### src/rtl/ffseq_pkg.sv
package ffseq_pkg;
  localparam int unsigned N_FIELDS       = 128;
  localparam int unsigned FIELD_W        = 4;
  localparam int unsigned FIELDS_PER_REG = 8;
  localparam int unsigned REG_W          = FIELD_W * FIELDS_PER_REG;
  localparam int unsigned N_REGS         = N_FIELDS / FIELDS_PER_REG;
  localparam int unsigned FLD_W          = $clog2(N_FIELDS);
  localparam int unsigned SEL_W          = $clog2(FIELDS_PER_REG);
  localparam int unsigned REG_IDX_W      = $clog2(N_REGS);
  localparam int unsigned BIT_W          = $clog2(REG_W);

  typedef enum logic [1:0] {
    ST_IDLE  = 2'd0,
    ST_ISSUE = 2'd1,
    ST_WAIT  = 2'd2
  } seq_state_e;

  typedef struct packed {
    logic [REG_IDX_W-1:0] reg_idx;
    logic [SEL_W-1:0]     sel;
  } cr_addr_t;
endpackage

### src/rtl/ffseq_ctrl.sv
module ffseq_ctrl
  import ffseq_pkg::*;
#(
  parameter int unsigned MAX_VL = 128,
  localparam int unsigned IDX_W = $clog2(MAX_VL),
  localparam int unsigned VL_W  = $clog2(MAX_VL + 1)
) (
  input  logic             clk_i,
  input  logic             rst_ni,
  input  logic             start_i,
  input  logic [VL_W-1:0]  vl_i,
  input  logic             ff_en_i,
  input  logic             test_valid_i,
  input  logic             test_i,
  output logic             elem_valid_o,
  output logic [IDX_W-1:0] idx_o,
  output logic [VL_W-1:0]  vl_o,
  output logic             done_o,
  output logic             busy_o,
  output logic             wr_ok_o
);
  seq_state_e       state_q;
  logic [IDX_W-1:0] idx_q;
  logic [VL_W-1:0]  vl_q;
  logic             ff_q;
  logic             done_q;
  logic             accept, fire, last;

  assign accept  = (state_q == ST_WAIT) && test_valid_i;
  assign fire    = ff_q && test_i;
  assign last    = (VL_W'(idx_q) + 1'b1) == vl_q;
  assign wr_ok_o = accept && !fire;

  assign elem_valid_o = (state_q == ST_ISSUE);
  assign idx_o        = idx_q;
  assign vl_o         = vl_q;
  assign done_o       = done_q;
  assign busy_o       = (state_q != ST_IDLE);

  always_ff @(posedge clk_i or negedge rst_ni) begin
    if (!rst_ni) begin
      state_q <= ST_IDLE;
      idx_q   <= '0;
      vl_q    <= '0;
      ff_q    <= 1'b0;
      done_q  <= 1'b0;
    end else begin
      done_q <= 1'b0;
      unique case (state_q)
        ST_IDLE: begin
          if (start_i) begin
            vl_q  <= vl_i;
            ff_q  <= ff_en_i;
            idx_q <= '0;
            if (vl_i == '0) done_q  <= 1'b1;
            else            state_q <= ST_ISSUE;
          end
        end
        ST_ISSUE: state_q <= ST_WAIT;
        ST_WAIT: begin
          if (accept) begin
            if (fire) begin
              // truncate VL to the failing element
              vl_q    <= VL_W'(idx_q);
              done_q  <= 1'b1;
              state_q <= ST_IDLE;
            end else if (last) begin
              done_q  <= 1'b1;
              state_q <= ST_IDLE;
            end else begin
              idx_q   <= idx_q + 1'b1;
              state_q <= ST_ISSUE;
            end
          end
        end
        default: state_q <= ST_IDLE;
      endcase
    end
  end


  next_idx_chk: assert property (@(posedge clk_i) disable iff (!rst_ni)
    (accept && !fire && !last) |=> (elem_valid_o && idx_o == $past(idx_o) + 1'b1));

  ff_cut_chk: assert property (@(posedge clk_i) disable iff (!rst_ni)
    (accept && fire) |=> (done_o && !busy_o && vl_o == VL_W'($past(idx_o))));

  vl_keep_chk: assert property (@(posedge clk_i) disable iff (!rst_ni)
    (accept && !fire && last) |=> (done_o && !busy_o && vl_o == $past(vl_o)));

  vl_zero_chk: assert property (@(posedge clk_i) disable iff (!rst_ni)
    (start_i && !busy_o && vl_i == '0) |=> (done_o && !busy_o && !elem_valid_o));

  start_busy_chk: assert property (@(posedge clk_i) disable iff (!rst_ni)
    (busy_o && start_i && !accept) |=> $stable(vl_o));
endmodule

### src/rtl/ffseq_cr_map.sv
module ffseq_cr_map
  import ffseq_pkg::*;
#(
  parameter int unsigned IDX_W = 7
) (
  input  logic [FLD_W-1:0]   base_i,
  input  logic [IDX_W-1:0]   idx_i,
  input  logic               we_i,
  input  logic [FIELD_W-1:0] res_i,
  output logic [FLD_W-1:0]   field_o,
  output cr_addr_t           addr_o,
  output logic [BIT_W-1:0]   bit_o,
  output logic [REG_W-1:0]   wmask_o,
  output logic [REG_W-1:0]   wdata_o
);
  logic [FLD_W-1:0] field;

  // modulo wrap over the field space
  assign field   = base_i + FLD_W'(idx_i);
  assign field_o = field;
  assign addr_o  = cr_addr_t'(field);
  assign bit_o   = BIT_W'(addr_o.sel) * BIT_W'(FIELD_W);

  for (genvar g = 0; g < FIELDS_PER_REG; g++) begin : g_lane
    logic hit;
    assign hit = (addr_o.sel == SEL_W'(g));
    assign wmask_o[g*FIELD_W +: FIELD_W] = {FIELD_W{we_i && hit}};
    assign wdata_o[g*FIELD_W +: FIELD_W] = hit ? res_i : '0;
  end
endmodule

### src/rtl/ff_loop_seq.sv
module ff_loop_seq
  import ffseq_pkg::*;
#(
  parameter int unsigned MAX_VL = 128,
  localparam int unsigned IDX_W = $clog2(MAX_VL),
  localparam int unsigned VL_W  = $clog2(MAX_VL + 1)
) (
  input  logic                 clk_i,
  input  logic                 rst_ni,
  input  logic                 start_i,
  input  logic [VL_W-1:0]      vl_i,
  input  logic                 ff_en_i,
  input  logic [FLD_W-1:0]     cr_base_i,
  output logic                 elem_valid_o,
  output logic [IDX_W-1:0]     elem_idx_o,
  output logic [IDX_W-1:0]     reg_off_o,
  input  logic                 test_valid_i,
  input  logic                 test_i,
  input  logic [FIELD_W-1:0]   cr_res_i,
  output logic                 cr_we_o,
  output logic [REG_IDX_W-1:0] cr_reg_o,
  output logic [SEL_W-1:0]     cr_sel_o,
  output logic [BIT_W-1:0]     cr_bit_o,
  output logic [FLD_W-1:0]     cr_field_o,
  output logic [REG_W-1:0]     cr_wmask_o,
  output logic [REG_W-1:0]     cr_wdata_o,
  output logic [VL_W-1:0]      vl_o,
  output logic                 done_o,
  output logic                 busy_o
);
  logic [IDX_W-1:0] idx;
  logic [FLD_W-1:0] base_q;
  logic             wr_ok;
  cr_addr_t         addr;

  always_ff @(posedge clk_i or negedge rst_ni) begin
    if (!rst_ni)                base_q <= '0;
    else if (start_i && !busy_o) base_q <= cr_base_i;
  end

  ffseq_ctrl #(.MAX_VL(MAX_VL)) i_ctrl (
    .clk_i, .rst_ni, .start_i, .vl_i, .ff_en_i, .test_valid_i, .test_i,
    .elem_valid_o, .idx_o(idx), .vl_o, .done_o, .busy_o, .wr_ok_o(wr_ok)
  );

  ffseq_cr_map #(.IDX_W(IDX_W)) i_cr_map (
    .base_i(base_q), .idx_i(idx), .we_i(wr_ok), .res_i(cr_res_i),
    .field_o(cr_field_o), .addr_o(addr), .bit_o(cr_bit_o),
    .wmask_o(cr_wmask_o), .wdata_o(cr_wdata_o)
  );

  assign elem_idx_o = idx;
  assign reg_off_o  = idx;
  assign cr_we_o    = wr_ok;
  assign cr_reg_o   = addr.reg_idx;
  assign cr_sel_o   = addr.sel;


  mask_width_chk: assert property (@(posedge clk_i) disable iff (!rst_ni)
    cr_we_o |-> ($countones(cr_wmask_o) == FIELD_W));

  idle_no_write_chk: assert property (@(posedge clk_i) disable iff (!rst_ni)
    !busy_o |-> !cr_we_o);

  done_quiet_chk: assert property (@(posedge clk_i) disable iff (!rst_ni)
    done_o |-> (!elem_valid_o && !busy_o));
endmodule

### config.mk
export PLATFORM = sky130hd
export DESIGN_NAME = ff_loop_seq
export DESIGN_NICKNAME = d
export VERILOG_FILES = /design/src/rtl/ffseq_pkg.sv /design/src/rtl/ffseq_ctrl.sv /design/src/rtl/ffseq_cr_map.sv /design/src/rtl/ff_loop_seq.sv
export SDC_FILE = /design/constraint.sdc
export NUM_CORES = 1
export LEC_CHECK = 0
export BUFFER_PORTS_ARGS = -buffer_cell sky130_fd_sc_hd__buf_2
export CORE_MARGIN = 2
export CORE_UTILIZATION = 49
export CTS_CLUSTER_SIZE = 24
export DETAILED_ROUTE_END_ITERATION = 16
export GPL_TIMING_DRIVEN = 0
export PLACE_DENSITY = 0.95
export SLEW_MARGIN = 5
export SYNTH_ARGS = -nofsm -noshare
export SYNTH_HDL_FRONTEND = slang
export SYNTH_SLANG_ARGS = --single-unit
### constraint.sdc
create_clock -name clk_i -period 6.65 [get_ports clk_i]
set_input_delay 1.33 -clock clk_i [delete_from_list [all_inputs] [get_ports clk_i]]
set_output_delay 1.33 -clock clk_i [all_outputs]
set_load 0.005 [all_outputs]
* After elaboration in Yosys (flattened, before gate mapping)
Index checks and enable logic that the tools add are counted.
Word-level totals: bits in read-only memories 0, latch bits 0, bits of input ports 25, RAM bits 0, bits in registers 26, memories kept 0, word-level logic and storage cells 77
Operators by class: $add $sub $neg 3, div/mod/pow operators 0, eq/ne operators 16, muxes and demuxes 29, $mul 0, magnitude comparators 0, reductions and logical operators 23, shift operators 0, bitwise operators 0
Operators with widths (number):
- $mux W4 | 8
- $mux W7 | 4
- $mux W8 | 3
- $pmux W8 S2 | 1
- $pmux W7 S2 | 1
- $eq A3 B3 Y1 const B | 4
- $logic_and A1 B1 Y1 | 12
- $add A7 B1 Y8 const B | 1
- $eq A8 B8 Y1 | 1
- $logic_not A8 Y1 | 1
- $mux W2 | 4
- $ne A2 B2 Y1 const B | 4
- $add A7 B1 Y7 const B | 1
- $add A7 B7 Y7 | 1
- $eq A3 B2 Y1 const B | 2
- $mux W1 | 6
- $pmux W2 S3 | 1
- $reduce_and A5 Y1 | 1
- $ne A2 B1 Y1 const B | 2
- $reduce_and A4 Y1 | 1
- $reduce_bool A2 Y1 | 2
- $eq A3 B1 Y1 const B | 1
- $logic_not A3 Y1 | 1
- $reduce_and A3 Y1 | 1
- other kinds (6) | 7

* Depth between registers and ports, before layout
Gate-level depths: netlist of the first run.
word-level depth 6, mapped depth 9, gate-level depth less buffers 7

* Hierarchy
A second synthesis of the first run with hierarchy kept.
Unflattened totals: cell total of the unflattened synthesis 272, area, all modules 2369.8 um2
Modules (own cells, without submodules):
- ffseq_ctrl | area each 1192.4 um2, instances 1, cells each 135
- ffseq_cr_map | area each 819.5 um2, instances 1, cells each 114
- ff_loop_seq | area each 357.8 um2, instances 1, cells each 23

* Least setup slack after synthesis of the first run
Ideal clock, no wire load.
kind register to output, from register i_ctrl.idx_q[0] (netlist: i_ctrl.idx_o[0]), to output cr_wmask_o[1], stages on the path, launching flop included 7, arrival 2.467 ns, path slack 2.853 ns, cell sequence dfrtp_1 > ha_1 > fa_1 > xnor2_2 > clkinv_1 > nor4_1 > buf_4
Between the ends: cells in the longest elaborated chain, start to end 3
Ends and longest elaborated chain:
- start: declaration | RTL line ffseq_ctrl.sv:23 | logic [IDX_W-1:0] idx_q;
- start signal: assignment | RTL line ffseq_ctrl.sv:71 | idx_q <= idx_q + 1'b1;
- $add A7 B7 Y7 | RTL line ffseq_cr_map.sv:19 | assign field = base_i + FLD_W'(idx_i);
- via cr_bit_o[4] | RTL line ff_loop_seq.sv:23 | output logic [BIT_W-1:0] cr_bit_o,
- $logic_not A3 Y1 | RTL line ffseq_cr_map.sv:26 | assign hit = (addr_o.sel == SEL_W'(g));
- $logic_and A1 B1 Y1 | RTL line ffseq_cr_map.sv:27 | assign wmask_o[g*FIELD_W +: FIELD_W] = {FIELD_W{we_i && hit}};
- end: declaration | RTL line ff_loop_seq.sv:25 | output logic [REG_W-1:0] cr_wmask_o,
The timed path passes the listed nets, and every way through them passes these cells.

* Worst setup path in the final report of the first run
from register i_ctrl.idx_q[0] (netlist: i_ctrl.idx_o[0]), to output cr_wmask_o[3]
Between the ends: cells in the longest elaborated chain, start to end 3
Ends and longest elaborated chain (RTL line):
- $add A7 B7 Y7 | ffseq_cr_map.sv:19
- $logic_not A3 Y1 | ffseq_cr_map.sv:26
- $logic_and A1 B1 Y1 | ffseq_cr_map.sv:27
Every way passes these cells.

==> flow_summary.json, run 1 <==
{
  "grt-ovfl-total": 0,
  "tritoncts.num_buffers": 3,
  "worstPathRequired_ns": 5.32,
  "arrival_ns": 3.25,
  "worstPathCellList": "ha_1 -> fa_1 -> xnor2_2 -> clkinv_1 -> nor4_1 -> buf_4 -> buf_2",
  "worst_path_max_delay_cell": "nor4_1",
  "slew_headroom_pct": 51.7,
  "synth_top_area_cell": "dfrtp_1",
  "vias": 2438,
  "grt_pass1_wl_um": 10200,
  "highest_layer": "met4",
  "core_area_um2": 4720,
  "async_flop_share_pct": 100,
  "syn2layout_area_growth_pct": 33.5,
  "syn_area_um2": 2380,
  "synth-edff-count": 0,
  "synth_seq_area_share_pct": 27.3,
  "drtPass1Iterations": 4,
  "clk_pin_slew_worst_paths_ns": 0.09,
  "dp.cells": 483,
  "cts_root_buf": "clkbuf_8",
  "die_h_um": 73.8,
  "final_nets": 454,
  "path_max_fanout": 11,
  "rows": 25,
  "drtIter0Drc": 66,
  "finalCritPeriodShare_pct": 68.9,
  "post_cts.repair.setup_buffers": 0,
  "setup.worst_path.class": "flip-flop to output port",
  "wl_um": 6570,
  "antenna_left": 0,
  "synth_area_per_cell_um2": 8.40,
  "cap_violations": 0,
  "port_buffers": 131,
  "critPathTopFamily": "buffers and inverters",
  "cp_num_buf_inv": 3,
  "startpoint_type": "flip-flop",
  "finalNonFillerCells": 487,
  "grt_usage_pct": 23.5,
  "outcome": "complete, no violations",
  "numClockSinks": 26,
  "synthFlopType": "dfrtp_1",
  "antenna_found_initial": 0,
  "post-synth-top-area-fraction_pct": 27.3,
  "boundaryPins": 134,
  "wl_met2_um": 3600,
  "rsz0062_at_grt": "no",
  "p_leak_nw": 1.81,
  "post-route-drc-count": 0,
  "wire_per_inst_um": 13.5,
  "synth_area_leaders": "dfrtp_1 (27%), buf_4 (15%), and2_1 (8.9%), nand2_1 (4.1%), mux2_2 (3.8%)",
  "setup-tns-final_ns": 0,
  "cts_tree": "yes",
  "start_util_pct": 50.5,
  "min_period_ns": 4.58,
  "syn_inst": 284,
  "max_freq_mhz": 218,
  "vdd_drop_max_mv": 0.249,
  "drt-met1-wl_um": 2470,
  "finalWeightedCongestion": 0.883,
  "hpwl_um": 5290,
  "clkLatencyLatePin_ns": 0.28,
  "cts_buffer_depth": 2,
  "grt_max_degree": 27,
  "report.final.slew_viol_count": 0,
  "antenna_cells": 0,
  "die-area_um2": 5440,
  "grt_pass1_vias": 2234,
  "cts_max_level": 1,
  "wl_met3_um": 443,
  "finClkSkew_ns": 0.00409,
  "hold_viol": 0,
  "power.density_nw_per_um2": 467,
  "post_synth_num_cell_types": 50,
  "ys_ff_latch": 26,
  "die_w_um": 73.8,
  "setup_viol": 0,
  "cts_hold_buf": 0,
  "ys_warn_count": 0,
  "ctsResizeCount": 0,
  "drive_gt1_share_pct": 49.3,
  "tightest_slew_ns": 0.718,
  "worst_path_largest_cell_delay_ns": 0.70,
  "end_kind": "output port",
  "hold_class": "flip-flop to flip-flop",
  "nFillCells": 405,
  "avgViaCountPerCell": 5.01
}
==> stage by stage <==
stage	instance area (um^2)	hold WS [ns]	power, mW	worst slack (ns)	utilization, %
after CTS	3180	0.530	1.49	2.15	67.4
after global routing	3180	0.554	1.62	1.89	67.4
final	3180	0.531	1.49	2.07	67.4
after detailed placement	3130	0.509	1.39	2.47	66.2
after floorplan	2390	0.483	0.979	2.85	-
after global placement	3130	0.496	1.35	2.47	66.2
==> cell usage after synthesis (2+ instances only) <==
library cell	n
buf_4	48
and2_1	34
dfrtp_1	26
nand2_1	26
nor2_1	21
nor3_1	11
xnor2_1	9
a21oi_1	8
a31oi_1	8
mux2_2	8
ha_1	7
inv_1	7
nand2b_1	6
nand3_1	5
nor4_1	4
o21ai_1	4
a21o_1	3
buf_6	3
mux2i_1	3
o21bai_1	3
a21o_2	2
a2bb2oi_1	2
and4_4	2
buf_2	2
nand4_1	2
nand4b_1	2
nor2b_1	2
o211ai_1	2
o21ai_0	2
xor2_1	2
==> state kept, by name, indices dropped and copies added (netlist names) <==
register and count:
base_q 7, i_ctrl.done_o 1, i_ctrl.ff_q 1, i_ctrl.idx_o 7, i_ctrl.state_q 2, i_ctrl.vl_o 8
==> cells in the final DEF, fill, tap and decap left out, types with 9 or more instances in the layout <==
master,Yosys,final
buf_2,2,133
buf_4,48,48
and2_1,34,34
nand2_1,26,26
dfrtp_1,26,26
nor2_1,21,21
nor3_1,11,11
xnor2_1,9,9
==> report_power, final <==
part | internal, mW | switching, mW
Sequential | 0.225 | 0.0718
Combinational | 0.548 | 0.538
Clock | 0.0530 | 0.0514
Total | 0.827 | 0.661
==> worst register-to-register path, stage by stage (launching register included) <==
cell,delay [ns]
dfrtp_1,0.50
ha_1,0.20
buf_2,0.20
nand2b_1,0.08
a21oi_1,0.13
o211ai_1,0.13
a311oi_2,0.36
buf_6,0.20
a2bb2oi_1,0.18
o21ai_1,0.12
==> final timing paths <==
| path | to | cells past startpoint | start | slack (ns) |
|---|---|---|---|---|
| max | cr_wmask_o[3] | 7 | i_ctrl.idx_o[0] | 2.07 |
| min | base_q[4] | 1 | base_q[4] | 0.53 |
| max reg2reg | i_ctrl.idx_o[4] | 9 | i_ctrl.idx_o[1] | 4.44 |
| min reg2reg | base_q[4] | 1 | base_q[4] | 0.53 |
| max in group asynchronous | i_ctrl.vl_o[2] | 1 | rst_ni | 5.21 |
| min in group asynchronous | base_q[4] | 1 | rst_ni | 1.05 |
==> kinds of logic after synthesis <==
family | after synthesis | synth area share [%]
other | 1 | 0.157
muxes | 11 | 5.04
and+or+nand+nor | 124 | 28.4
adders and majority gates | 8 | 4.51
AOI/OAI and AO/OA | 40 | 11.5
buffers and inverters | 62 | 18.4
xor gates and xnor gates | 12 | 4.72
DFF | 26 | 27.3
==> per-layer routing <==
layer,vias to the layer above,global-route usage (%)
met1,1124,26.5
li1,1199,-
met4,0,5.66
met3,6,2.33
met2,109,46.3
met5,-,0
==> layout make-up <==
class                      instances  area [um^2]  area share (%)
buffer                            54          408            12.8
clock buffer                       4         55.1            1.73
inverter                           8         30.0           0.943
multi-input combinational        197         1300            40.8
sequential                        26          651            20.4
tap                               67         83.8            2.63
timing repair buffer             131          656            20.6
No activity file was read; power rests on OpenSTA's default activity.
==> run 2: changes to the inputs <==
--- a/config.mk
+++ b/config.mk
@@ -7,11 +7,11 @@
 export LEC_CHECK = 0
 export BUFFER_PORTS_ARGS = -buffer_cell sky130_fd_sc_hd__buf_2
 export CORE_MARGIN = 2
-export CORE_UTILIZATION = 49
+export CORE_UTILIZATION = 41
 export CTS_CLUSTER_SIZE = 24
 export DETAILED_ROUTE_END_ITERATION = 16
 export GPL_TIMING_DRIVEN = 0
-export PLACE_DENSITY = 0.95
+export PLACE_DENSITY = 0.86
 export SLEW_MARGIN = 5
 export SYNTH_ARGS = -nofsm -noshare
 export SYNTH_HDL_FRONTEND = slang
==> constraint.sdc (replaced) <==
create_clock -name clk_i -period 3.9 [get_ports clk_i]
set_input_delay 0.78 -clock clk_i [delete_from_list [all_inputs] [get_ports clk_i]]
set_output_delay 0.78 -clock clk_i [all_outputs]
set_load 0.005 [all_outputs]
==> run 2 against run 1 <==
Via count rose by 0.82%. Sequential share of layout area fell by 0.26 points. Clock power rose by 73%. Largest power group unchanged. Critical path type unchanged. Die area rose by 18%.
==> flow_summary.json, run 2 (synthesized netlist as in run 1, its figures left out) <==
{
  "drtPass1Iterations": 4,
  "wl_met3_um": 415,
  "dpl_cell_area_um2": 3130,
  "p_total_mw": 2.58,
  "post-route-drc-count": 0,
  "rows": 27,
  "core_area_um2": 5570,
  "numClockSinks": 26,
  "rsz0062_at_grt": "no",
  "vdd_drop_max_mv": 0.470,
  "antenna_cells": 0,
  "setup-tns-final_ns": 0,
  "tritoncts.num_buffers": 3,
  "power.density_nw_per_um2": 801,
  "vias": 2458,
  "combPwrFrac_pct": 73.5,
  "largest_register_ffs": 8,
  "power_switching_mw": 1.15,
  "min_period_ns": 3.61,
  "nFillCells": 486,
  "setup.worst_path.class": "flip-flop to output port",
  "wl_um": 6600,
  "report.final.slew_viol_count": 0,
  "mostFrequentLayoutCells": "buf_2 (133), buf_4 (48), and2_1 (34), nand2_1 (26), dfrtp_1 (26)",
  "cts_buffer_depth": 2,
  "dp_slack_ns": 0.206,
  "boundaryPins": 134,
  "finalNonFillerCells": 492,
  "finalCritPeriodShare_pct": 92.6,
  "max_freq_mhz": 277,
  "path_max_fanout": 11,
  "drive_gt1_share_pct": 50.0,
  "end_kind": "output port",
  "dp.cells": 488,
  "grt_pass1_wl_um": 10300,
  "multi_input_area_um2": 1330,
  "avgViaCountPerCell": 5.00,
  "hpwl_um": 5250,
  "finClkSkew_ns": 0.00815,
  "die_w_um": 80.3,
  "die-area_um2": 6440,
  "cts_root_buf": "clkbuf_8",
  "clkLatencyLatePin_ns": 0.28,
  "final_nets": 454,
  "grt-ovfl-total": 0,
  "p_int_mw": 1.43,
  "drtIter0Drc": 66,
  "setup_viol": 0,
  "hold_viol": 0,
  "startpoint_type": "flip-flop",
  "syn2layout_area_growth_pct": 35.2,
  "grt_usage_pct": 19.9,
  "highest_layer": "met4",
  "finalWeightedCongestion": 0.856,
  "die_h_um": 80.3,
  "start_util_pct": 42.8,
  "grt_max_degree": 27,
  "fin_ws_ns": 0.288,
  "cts_hold_buf": 0,
  "cap_violations": 0,
  "layout_commonest_cell": "buf_2",
  "wl_met2_um": 3480,
  "p_leak_nw": 1.82,
  "clkPwrFrac_pct": 7.0,
  "grt_pass1_vias": 2176,
  "arrival_ns": 2.83,
  "post-route-cell-area_um2": 3220,
  "worstPathRequired_ns": 3.12,
  "port_buffers": 131,
  "slew_headroom_pct": 56.0,
  "cts_max_level": 1,
  "cts_tree": "yes",
  "antenna_left": 0,
  "register_area_um2": 651,
  "seq_power_share_pct": 19.5,
  "outcome": "complete, no violations",
  "hold_class": "input port to async pin",
  "antenna_found_initial": 0,
  "drt-met1-wl_um": 2640,
  "tightest_slew_ns": 0.653,
  "wire_per_inst_um": 13.4,
  "clk_pin_slew_worst_paths_ns": 0.10,
  "switching_share_pct": 44.6
}
-- run 2: cell types whose count changed in the layout (fill, tap and decap cells not counted) --
cell / before / now
clkinv_1: 1 / 0
clkinvlp_4: 0 / 1
nor3_1: 11 / 10
nor3_2: 1 / 2
nor4_1: 4 / 3
nor4_4: 0 / 1
xnor2_2: 1 / 0
xnor2_4: 0 / 1
-- run 2: per-stage QoR --
stage          util (%)  hold WS [ns]
2_1_floorplan         -         0.483
3_3_place_gp       56.2         0.492
3_5_place_dp       56.2         0.501
4_1_cts            57.3         0.523
5_1_grt            57.8         0.537
6_report           57.8         0.503
-- run 2: routing by layer --
layer	global-route usage (%)	vias up
met4	4.92	0
li1	-	1190
met3	1.91	7
met5	0	-
met2	38.3	104
met1	23.3	1157
-- run 2: area by class of cell --
type | instances | share of cell area (%)
clock buffer | 4 | 1.71
timing repair buffer | 131 | 20.3
inverter | 8 | 1.05
multi-input combinational | 197 | 41.3
buffer | 54 | 12.7
tap | 72 | 2.79
sequential | 26 | 20.2
-- run 2: final timing paths --
check,from,endpoint,slack [ns],depth (start not counted)
min in group clk_i,base_q[3],base_q[3],0.52,1
min reg2reg,base_q[3],base_q[3],0.52,1
max in group asynchronous,rst_ni,base_q[3],3.00,1
max reg2reg,i_ctrl.idx_o[1],i_ctrl.idx_o[5],1.78,9
max,i_ctrl.idx_o[0],cr_wmask_o[7],0.29,7
min,rst_ni,i_ctrl.vl_o[5],0.50,1
-- run 2: critical path: stages, from the launching register on --
cell and delay (ns):
dfrtp_1 0.44, ha_1 0.25, fa_1 0.48, xnor2_4 0.35, clkinvlp_4 0.31, nor3_1 0.42
buf_4 0.18, buf_2 0.10
-- run 2: what timing repair did --
| item | in CTS | in global routing |
|---|---|---|
| setup endpoints to repair | 4 | 7 |
| resized for setup | 1 | 4 |
| gates cloned | 0 | 0 |
| buffers inserted | 0 | 0 |
-- run 2: power by group through the flow --
stage / Sequential (mW) / Combinational, mW / Clock, mW
6_report: 0.504 / 1.90 / 0.180
5_1_grt: 0.525 / 2.11 / 0.196
4_1_cts: 0.505 / 1.85 / 0.182
3_5_place_dp: 0.510 / 1.84 / 0
3_3_place_gp: 0.503 / 1.80 / 0
2_1_floorplan: 0.489 / 1.18 / 0
